**config.mk**
```make
export PLATFORM = sky130hd
export DESIGN_NAME = cap_timer
export DESIGN_NICKNAME = d
export VERILOG_FILES = /design/src/rtl/cap_timer_pkg.sv /design/src/rtl/cap_tick_gen.sv /design/src/rtl/cap_count_core.sv /design/src/rtl/cap_hold_bank.sv /design/src/rtl/cap_timer.sv
export SDC_FILE = /design/constraint.sdc
export NUM_CORES = 1
export LEC_CHECK = 0
export BUFFER_PORTS_ARGS = -buffer_cell sky130_fd_sc_hd__buf_2
export CAP_MARGIN = 20
export CORE_ASPECT_RATIO = 0.75
export CORE_MARGIN = 2
export CORE_UTILIZATION = 50
export CTS_BUF_LIST = sky130_fd_sc_hd__clkbuf_2 sky130_fd_sc_hd__clkbuf_4 sky130_fd_sc_hd__clkbuf_8
export CTS_CLUSTER_DIAMETER = 100
export DETAILED_ROUTE_END_ITERATION = 8
export PLACE_DENSITY = 0.67
export SLEW_MARGIN = 25
export SYNTH_ARGS = -nofsm -noshare
export SYNTH_HDL_FRONTEND = slang
export SYNTH_HIERARCHICAL = 1
export SYNTH_SLANG_ARGS = --single-unit
```
**constraint.sdc**
```tcl
create_clock -name clk -period 4.6 [get_ports clk]
set_input_delay 0.23 -clock clk [delete_from_list [all_inputs] [get_ports clk]]
set_output_delay 0.23 -clock clk [all_outputs]
set_load 0.05 [all_outputs]
```
**src/rtl/cap_timer_pkg.sv**
```systemverilog
package cap_timer_pkg;
  localparam int NCH     = 3;
  localparam int DIV_MAX = 128;
  localparam int NFLAG   = 5;

  // register addresses
  localparam logic [2:0] A_CNT  = 3'd0;
  localparam logic [2:0] A_HOLD = 3'd1;  // channels at A_HOLD + n
  localparam logic [2:0] A_CMP  = 3'd4;
  localparam logic [2:0] A_CTL  = 3'd5;
  localparam logic [2:0] A_STAT = 3'd6;

  // control field positions
  localparam int C_RUN   = 0;
  localparam int C_CNTEN = 1;
  localparam int C_CMPEN = 2;
  localparam int C_MCLR  = 3;
  localparam int C_DIV   = 4;   // 3 bits
  localparam int C_SRC   = 7;   // 2 bits
  localparam int C_ERLD  = 9;   // NCH bits
  localparam int C_ORLD  = 12;
  localparam int C_ECLR  = 13;  // NCH bits
  localparam int C_IEN   = 16;  // NFLAG bits
  localparam int CTL_W   = 21;

  // status flag positions
  localparam int F_MATCH = 3;
  localparam int F_OVF   = 4;

  function automatic int unsigned div_of(input logic [2:0] code);
    case (code)
      3'd0:    return 1;
      3'd1:    return 4;
      3'd2:    return 16;
      3'd3:    return 32;
      3'd4:    return 64;
      3'd5:    return 96;
      3'd6:    return 112;
      default: return 128;
    endcase
  endfunction
endpackage

```
**src/rtl/cap_tick_gen.sv**
```systemverilog
module cap_tick_gen
  import cap_timer_pkg::*;
#(
  parameter int PW = $clog2(DIV_MAX)
) (
  input  logic           clk,
  input  logic           rst_n,
  input  logic           counting,
  input  logic           restart,
  input  logic [2:0]     div_code,
  input  logic [1:0]     src,
  input  logic [NCH-1:0] evt,
  output logic           tick
);
  logic [PW-1:0] pre_q;
  logic [PW-1:0] lim;
  logic          pre_hit;
  logic          evt_tick;

  assign lim     = PW'(div_of(div_code) - 1);
  assign pre_hit = (pre_q == lim);

  always_comb begin
    evt_tick = 1'b0;
    for (int k = 0; k < NCH; k++)
      if (src == 2'(k + 1)) evt_tick = evt[k];
  end

  assign tick = counting && ((src == 2'd0) ? pre_hit : evt_tick);

  always_ff @(posedge clk) begin
    if (!rst_n || restart || !counting) pre_q <= '0;
    else if (pre_hit)                  pre_q <= '0;
    else                               pre_q <= pre_q + 1'b1;
  end
endmodule

```
**src/rtl/cap_count_core.sv**
```systemverilog
module cap_count_core #(
  parameter int CW = 24
) (
  input  logic          clk,
  input  logic          rst_n,
  input  logic          tick,
  input  logic          clr_req,
  input  logic          rld_req,
  input  logic          cmp_en,
  input  logic          match_clr,
  input  logic          ovf_rld,
  input  logic [CW-1:0] cmp_val,
  output logic [CW-1:0] cnt,
  output logic          match_evt,
  output logic          ovf_evt
);
  function automatic logic [CW-1:0] bump(input logic [CW-1:0] v);
    return v + 1'b1;
  endfunction

  function automatic logic at_top(input logic [CW-1:0] v);
    return &v;
  endfunction

  logic          step;
  logic [CW-1:0] nxt_inc;
  logic [CW-1:0] cnt_d;

  assign step      = tick && !clr_req && !rld_req;
  assign nxt_inc   = bump(cnt);
  assign match_evt = step && cmp_en && (nxt_inc == cmp_val);
  assign ovf_evt   = step && at_top(cnt);

  always_comb begin
    if (clr_req)                     cnt_d = '0;
    else if (rld_req)                cnt_d = cmp_val;
    else if (match_evt && match_clr) cnt_d = '0;
    else if (ovf_evt && ovf_rld)     cnt_d = cmp_val;
    else if (step)                   cnt_d = nxt_inc;
    else                             cnt_d = cnt;
  end

  always_ff @(posedge clk) begin
    if (!rst_n) cnt <= '0;
    else        cnt <= cnt_d;
  end
endmodule

```
**src/rtl/cap_hold_bank.sv**
```systemverilog
module cap_hold_bank #(
  parameter int CW  = 24,
  parameter int NCH = 3
) (
  input  logic                   clk,
  input  logic                   rst_n,
  input  logic [NCH-1:0]         cap_evt,
  input  logic [CW-1:0]          cnt,
  output logic [NCH-1:0][CW-1:0] hold
);
  for (genvar i = 0; i < NCH; i++) begin : g_ch
    always_ff @(posedge clk) begin
      if (!rst_n)          hold[i] <= '0;
      else if (cap_evt[i]) hold[i] <= cnt;
    end
  end
endmodule

```
**src/rtl/cap_timer.sv**
```systemverilog
module cap_timer
  import cap_timer_pkg::*;
#(
  parameter int CW = 24,
  parameter int DW = 32
) (
  input  logic          clk,
  input  logic          rst_n,
  input  logic          wr_en,
  input  logic [2:0]    wr_addr,
  input  logic [DW-1:0] wr_data,
  input  logic [2:0]    rd_addr,
  output logic [DW-1:0] rd_data,
  input  logic [2:0]    evt_pulse,
  input  logic [2:0]    evt_level,
  output logic          irq
);
  localparam int PW = $clog2(DIV_MAX);

  logic [CTL_W-1:0]         ctl_q;
  logic [CW-1:0]            cmp_q;
  logic [NFLAG-1:0]         flag_q;
  logic [CW-1:0]            cnt_q;
  logic [NCH-1:0][CW-1:0]   hold_q;

  logic                     run, counting, tick, restart;
  logic [NCH-1:0]           cap_evt;
  logic                     clr_req, rld_req, match_evt, ovf_evt;
  logic [NFLAG-1:0]         flag_set, flag_clr;
  logic                     wr_ctl, wr_cmp, wr_stat;

  assign wr_ctl  = wr_en && (wr_addr == A_CTL);
  assign wr_cmp  = wr_en && (wr_addr == A_CMP);
  assign wr_stat = wr_en && (wr_addr == A_STAT);

  assign run      = ctl_q[C_RUN];
  assign counting = run && ctl_q[C_CNTEN];
  assign cap_evt  = evt_pulse & {NCH{run}};
  assign clr_req  = |(cap_evt & ctl_q[C_ECLR +: NCH]);
  assign rld_req  = |(cap_evt & ctl_q[C_ERLD +: NCH]);
  assign restart  = wr_ctl && (wr_data[C_DIV +: 3] != ctl_q[C_DIV +: 3]);

  always_ff @(posedge clk) begin
    if (!rst_n) begin
      ctl_q <= '0;
      cmp_q <= '0;
    end else begin
      if (wr_ctl) ctl_q <= wr_data[CTL_W-1:0];
      if (wr_cmp) cmp_q <= wr_data[CW-1:0];
    end
  end

  cap_tick_gen #(.PW(PW)) u_tick (
    .clk      (clk),
    .rst_n    (rst_n),
    .counting (counting),
    .restart  (restart),
    .div_code (ctl_q[C_DIV +: 3]),
    .src      (ctl_q[C_SRC +: 2]),
    .evt      (evt_pulse),
    .tick     (tick)
  );

  cap_count_core #(.CW(CW)) u_core (
    .clk       (clk),
    .rst_n     (rst_n),
    .tick      (tick),
    .clr_req   (clr_req),
    .rld_req   (rld_req),
    .cmp_en    (ctl_q[C_CMPEN]),
    .match_clr (ctl_q[C_MCLR]),
    .ovf_rld   (ctl_q[C_ORLD]),
    .cmp_val   (cmp_q),
    .cnt       (cnt_q),
    .match_evt (match_evt),
    .ovf_evt   (ovf_evt)
  );

  cap_hold_bank #(.CW(CW), .NCH(NCH)) u_hold (
    .clk     (clk),
    .rst_n   (rst_n),
    .cap_evt (cap_evt),
    .cnt     (cnt_q),
    .hold    (hold_q)
  );

  // sticky flags: a hardware set wins over a same-cycle software clear
  assign flag_set = {ovf_evt, match_evt, cap_evt};
  assign flag_clr = wr_stat ? wr_data[NFLAG-1:0] : '0;

  always_ff @(posedge clk) begin
    if (!rst_n) flag_q <= '0;
    else        flag_q <= (flag_q & ~flag_clr) | flag_set;
  end

  assign irq = |(flag_q & ctl_q[C_IEN +: NFLAG]);

  always_comb begin
    rd_data = '0;
    case (rd_addr)
      A_CNT:        rd_data[CW-1:0]    = cnt_q;
      3'd1, 3'd2, 3'd3:
                    rd_data[CW-1:0]    = hold_q[2'(rd_addr - A_HOLD)];
      A_CMP:        rd_data[CW-1:0]    = cmp_q;
      A_CTL:        rd_data[CTL_W-1:0] = ctl_q;
      A_STAT: begin
                    rd_data[NFLAG-1:0] = flag_q;
                    rd_data[NFLAG +: NCH] = evt_level;
      end
      default:      rd_data = '0;
    endcase
  end
endmodule

```
# Yosys cells after proc, flatten, opt, wreduce, memory -nomap -nowiden
# Cells that the tools add are included.
word_totals:
  n_memories: 0
  romBits: 0
  ramBits: 0
  regBits: 153
  latchBits: 0
  input_bits: 47
  word_cells: 87
op_classes:
  eq_ne: 21
  muxes: 15
  order_cmp: 1
  reduce_logical: 30
  n_shift: 0
  n_bitwise: 8
  n_mul: 0
  add_sub_neg: 4
  div: 0
op_table:
  columns: ["operator", "n"]
  rows:
  - ["24-bit 2-to-1 mux", 5]
  - ["13-bit one-hot mux with 4 select lines", 1]
  - ["7-bit one-hot mux with 7 select lines", 1]
  - ["24-bit binary-select mux with 2-bit select", 1]
  - ["8-bit one-hot mux with 5 select lines", 1]
  - ["3-bit equality test (second input constant)", 9]
  - ["24-bit by 1-bit adder with 24-bit output (second input constant)", 1]
  - ["24-bit equality test", 1]
  - ["24-bit AND reduction", 1]
  - ["1-bit logical AND", 13]
  - ["3-bit by 2-bit equality test with 1-bit output (second input constant)", 4]
  - ["5-bit AND", 2]
  - ["3-bit AND", 3]
  - ["3-bit one-hot mux with 3 select lines", 1]
  - ["3-bit OR reduction", 3]
  - ["7-bit by 1-bit adder with 7-bit output (second input constant)", 1]
  - ["7-bit equality test", 1]
  - ["7-bit by 1-bit subtractor with 7-bit output (second input constant)", 1]
  - ["3-bit by 1-bit equality test with 1-bit output (second input constant)", 2]
  - ["3-bit zero test", 2]
  - ["5-bit 2-to-1 mux", 1]
  - ["5-bit inverter", 1]
  - ["5-bit bitwise OR", 1]
  - ["5-bit OR reduction", 1]
  - ["13 further kinds", 21]

# Logic depth before layout (Yosys ltp)
logic_depth:
  ltp_word: 13
  mapped_depth: 19
  depth_no_buf: 17

# By module
# Netlist, hierarchy kept.
modules_own_cells:
  columns: ["mod", "cells_per_inst", "area_per_inst_um2", "n_inst"]
  rows:
  - ["cap_timer", 402, 3823.7, 1]
  - ["cap_hold_bank", 233, 2802.7, 1]
  - ["cap_count_core", 357, 2720.1, 1]
  - ["cap_tick_gen", 59, 478.0, 1]

# Least setup slack after synthesis
# OpenSTA, ideal clock, no wires.
synth_timing:
  path_type: "reg-to-reg"
  start: "register ctl_q[5]"
  end: "register u_core.cnt[18]"
  synth_period_minus_slack_ns: 3.719
  arrival_ns: 3.602
  required_time_ns: 4.482
  setup_time_ns: 0.118
  path_stages_with_launch: 19
  slack_ns: 0.881
  path_cell_list: "dfxtp_1 > buf_6 > or3_4 > ha_1 > xor2_1 > o211a_1 > o221a_4 > nand3b_1 > a21oi_1 > nor3b_2 > nand4_1 > o21bai_1 > nor4_1 > nor4bb_1 > nor4bb_1 > a21oi_2 > buf_4 > a32oi_1 > nor2_1"
synth_via:
  elab_chain_cells: 13
  elab_cells_between_ends: 23
  classes_between: "add/sub (1); eq/ne (7); mux (5); reduce/logical (10)"
synth_lines:
  columns: ["element", "line_no", "rtl"]
  rows:
  - ["start, declared", "cap_timer.sv:20", "logic [CTL_W-1:0] ctl_q;"]
  - ["start signal, assigned", "cap_timer.sv:48", "if (wr_ctl) ctl_q <= wr_data[CTL_W-1:0];"]
  - ["3-bit equality test (tied with other cells)", "cap_timer_pkg.sv:31", "case (code)"]
  - ["7-bit one-hot mux with 7 select lines *", "cap_timer_pkg.sv:31", null]
  - ["7-bit by 1-bit subtractor with 7-bit output *", "cap_tick_gen.sv:20", "assign lim = PW'(div_of(div_code) - 1);"]
  - ["7-bit equality test *", "cap_tick_gen.sv:21", "assign pre_hit = (pre_q == lim);"]
  - ["1-bit 2-to-1 mux *", "cap_tick_gen.sv:29", "assign tick = counting && ((src == 2'd0) ? pre_hit : evt_tick);"]
  - ["1-bit logical AND *", "cap_tick_gen.sv:29", null]
  - ["named net tick", "cap_timer.sv:26", "logic run, counting, tick, restart;"]
  - ["1-bit logical AND * (2 in series)", "cap_count_core.sv:29", "assign step = tick && !clr_req && !rld_req;"]
  - ["1-bit logical AND (on tied branches)", "cap_count_core.sv:32, cap_count_core.sv:31", null]
  - ["1-bit logical AND (on tied branches)", "cap_count_core.sv:38, cap_count_core.sv:31", null]
  - ["24-bit 2-to-1 mux or 1-bit logical AND (tied branches)", "cap_count_core.sv:38, cap_count_core.sv:37", null]
  - ["24-bit 2-to-1 mux", "cap_count_core.sv:37", "else if (match_evt && match_clr) cnt_d = '0;"]
  - ["24-bit 2-to-1 mux", "cap_count_core.sv:36", "else if (rld_req) cnt_d = cmp_val;"]
  - ["end signal, assigned", "cap_count_core.sv:45", "else cnt <= cnt_d;"]
  - ["end, declared", "cap_count_core.sv:13", "output logic [CW-1:0] cnt,"]
# The timed path passes the listed nets; every way through them passes the cells marked *.
# A chain may end at the register's enable or synchronous reset.

# Worst setup path in the final report
layout_timing:
  start: "register ctl_q[6]"
  end: "register u_core.cnt[9]"
# The elaborated chain is that of the path after synthesis.

==> impl_metrics.py <==
metrics = {
    "power_and_ir_drop": {
        "p_total_mw": 2.744,
        "powerDensity_mw_per_mm2": 263.2,
        "ir_drop_uv": 265.1,
        "power_leakage_nw": 3.575,
    },
    "setup_path": {
        "crit_path_max_fanout": 15,
        "start_kind": "flip-flop",
        "critPathArrivalTime_ns": 4.63,
        "crit_required_ns": 4.93,
        "worstSetupPathType": "reg -> reg",
        "worstSetupEndpointType": "flip-flop",
    },
    "yosys": {
        "synth_top_area_share_pct": 31.18,
        "async_flop_share_pct": 0,
        "synthFlopType": "dfxtp_1",
        "ys_seq_elements": 153,
        "yosysTopAreaCell": "dfxtp_1",
        "synth-xor-area-share_pct": 4.776,
        "synth_seq_area_share_pct": 31.18,
        "ys_warn_count": 6,
        "synth.most_common_cell": "dfxtp_1",
        "synth_simple_gate_area_share_pct": 19.51,
        "synth_compound_area_share_pct": 21.73,
        "synth_edf_count": 0,
        "netlist_top_cells_count": "153 x dfxtp_1, 132 x nand2_1, 74 x mux2i_1, 73 x nor2b_1, 45 x nor2_1",
        "synth_mux_area_share_pct": 13.73,
        "synth_top_family_by_area": "compound AO/OA/AOI/OAI gates",
        "synthCells": 1051,
        "synthDistinctLibCells": 88,
        "synthAdderAreaFrac_pct": 0.8915,
        "ys_top_cells_by_area": "dfxtp_1 31%, mux2i_1 7.5%, a22oi_2 5.6%",
        "synth_area_sq_mm": 0.009824,
        "syn_avg_cell_area_sq_um": 9.348,
    },
    "global_routing": {
        "overflow": 0,
        "grt_pass1_vias": 7458,
        "antenna_found_initial": 0,
        "grt_use_total_pct": 26.55,
        "grt_max_degree": 77,
        "grt_pass1_wl_um": 43800,
    },
    "timing": {
        "setup_tns_ns": 0,
        "worst_pin_slew_ns": 0.9968,
        "finalHoldViolCount": 0,
        "period_needed_ns": 4.299,
        "fmax_mhz": 232.6,
        "grt_setup_unrepaired": "no",
        "slew_viol_final": 0,
        "setup_viol": 0,
        "finalCritPeriodShare_pct": 93.45,
        "slew_headroom_pct": 33.50,
        "fin_worst_skew_ns": 0.01596,
    },
    "min_path": {
        "hp-class": "in -> reg",
    },
    "drt": {
        "first_pass_iters": 7,
        "viasPerCell": 5.965,
        "wirelength_um": 27850,
        "drtIter0Drc": 740,
        "vias": 8029,
        "drc": 0,
        "postRouteAntennaNets": 0,
        "avgRoutedWirePerCell_um": 20.69,
    },
    "clock_network": {
        "cts-htree-levels": 4,
        "cts_tree": "built",
        "numCtsBuffers": 17,
        "cts-root-buf": "clkbuf_8",
        "cts.sinks": 153,
        "cts.path.max_buffers": 2,
        "insertion_delay_ns": 0.48,
        "path_clk_slew_ns": 0.10,
        "cts_resized": 0,
    },
    "status": {
        "status": "finished, final reports clean",
    },
    "cells_and_area": {
        "n_fill_cell": 1749,
        "num-nets-final": 1134,
        "postLayoutCoreUtil_pct": 53.94,
        "drive_gt1_share_pct": 23.51,
        "design_area_sq_mm": 0.01042,
        "syn_to_final_growth_pct": 6.100,
        "n_antenna_cell": 0,
    },
    "floorplan": {
        "die_x_um": 165.9,
        "core_area_sq_mm": 0.01932,
        "die_area_sq_mm": 0.02080,
        "start_util_pct": 50.84,
        "ios": 80,
        "chipHeight_um": 125.4,
        "row_count": 44,
    },
    "placement": {
        "numPortBuffers": 63,
        "hpwl_um": 19100,
        "globalplace.congestion": 0.9990,
        "place_area_sq_mm": 0.009896,
    },
    "run": {
        "maxCapViolations": 0,
    },
}
-- cell families after synthesis --
kind of cell / count (synthesis)
adder cells (fa/ha/maj): 7
buffers and inverters: 103
AO/OA/AOI/OAI: 261
multiplexers: 117
other: 1
flip-flops: 153
XOR/XNOR: 52
AND/OR/NAND/NOR: 357
-- timing repair --
| action | 4_1_cts | 5_1_grt |
|---|---|---|
| setup buffers | 0 | 0 |
| hold buffers | 10 | 0 |
| endpoints found under the hold margin | 10 | 0 |
-- sequential cells by signal (all words and copies together), names as in the netlist --
| signal | count |
|---|---|
| u_tick/pre_q | 7 |
| u_core/cnt | 24 |
| cmp_q | 24 |
| flag_q | 5 |
| u_hold/hold | 72 |
| ctl_q | 21 |
-- routing by layer --
layer,track usage (%),vias to the layer above,wire [um],part of all wire (%)
met3,5.350,40,2362,8.5
met1,38.46,3820,12810,46
li1,-,3800,-,-
met5,0,-,0,0
met4,8.491,0,722,2.6
met2,39.54,369,11960,43
-- layout make-up --
class,instances,area (sq um),share of cell area [%]
timing repair buffer,96,588.1,5.642
inverter,10,37.54,0.3601
multi-input combinational,802,5991,57.47
tap,253,316.6,3.037
clock inverter,14,186.4,1.789
sequential,153,3063,29.38
clock buffer,18,241.5,2.317
-- worst paths after layout --
path | slack (ns) | startpoint | cells past startpoint | end
max | 0.30 | ctl_q[6]$_SDFFE_PN0P_ | 17 | u_core/cnt[9]$_SDFFE_PP0P_
min | 0.02 | wr_data[18] | 3 | cmp_q[18]$_SDFFE_PN0P_
max reg2reg | 0.30 | ctl_q[6]$_SDFFE_PN0P_ | 17 | u_core/cnt[9]$_SDFFE_PP0P_
min reg2reg | 0.49 | ctl_q[1]$_SDFFE_PN0P_ | 2 | ctl_q[1]$_SDFFE_PN0P_
-- layout by cell type (no fill, tap or decap), types with 6 or more instances in the layout --
master / synthesis / routed
nor4_1: 6 / 6
nor2b_1: 73 / 73
and3_1: 7 / 7
nand2_1: 132 / 132
ha_1: 7 / 7
a31oi_1: 10 / 10
nand3_1: 19 / 19
xnor2_1: 34 / 34
mux2_4: 33 / 33
buf_4: 19 / 23
a22oi_2: 44 / 44
a21boi_0: 30 / 30
a32oi_1: 7 / 7
inv_1: 10 / 10
dlygate4sd3_1: 0 / 10
a222oi_1: 6 / 6
o21ai_2: 19 / 19
mux2i_1: 74 / 74
mux2_2: 10 / 10
nor2_1: 45 / 45
buf_2: 19 / 63
o21a_1: 7 / 7
nor3_1: 8 / 8
clkbuf_8: 1 / 17
a21boi_1: 20 / 20
a21oi_1: 26 / 26
o21ai_0: 30 / 30
a21o_1: 10 / 10
xor2_1: 17 / 17
conb_1: 1 / 8
a22oi_1: 10 / 10
nand4_1: 14 / 14
dfxtp_1: 153 / 153
-- worst max-delay path, cell delays in order (launching register included) --
cell and delay [ns]:
dfxtp_1 0.41, or3_4 0.43, ha_1 0.31, xor2_1 0.13
o211a_1 0.17, o221a_4 0.18, nand3b_1 0.08, a21oi_1 0.18
nor3b_2 0.28, nand4_1 0.15, o21bai_1 0.18, nor4_1 0.29
nor4bb_1 0.23, nor4bb_1 0.30, a21oi_2 0.25, buf_4 0.29
a22oi_1 0.21, a211oi_1 0.07
-- power breakdown --
part           internal (mW)  switching [mW]  leakage, nW  total (mW)
sequential              1.33          0.0155         1.23        1.35
clock                  0.558           0.579        0.216        1.14
combinational         0.0927           0.167         2.13       0.259
total                   1.98           0.761         3.58        2.74
-- per-stage QoR --
step           instances  setup WS, ns  hold slack, ns
6_report            1346        0.3013         0.01606
5_1_grt             1346       0.08076        0.005474
3_5_place_dp        1304        0.3633          0.4763
3_3_place_gp        1304        0.4779          0.4594
2_1_floorplan       1058        0.8808          0.3648
4_1_cts             1346        0.3242       0.0009364
Power figures use the tool's default switching activity.
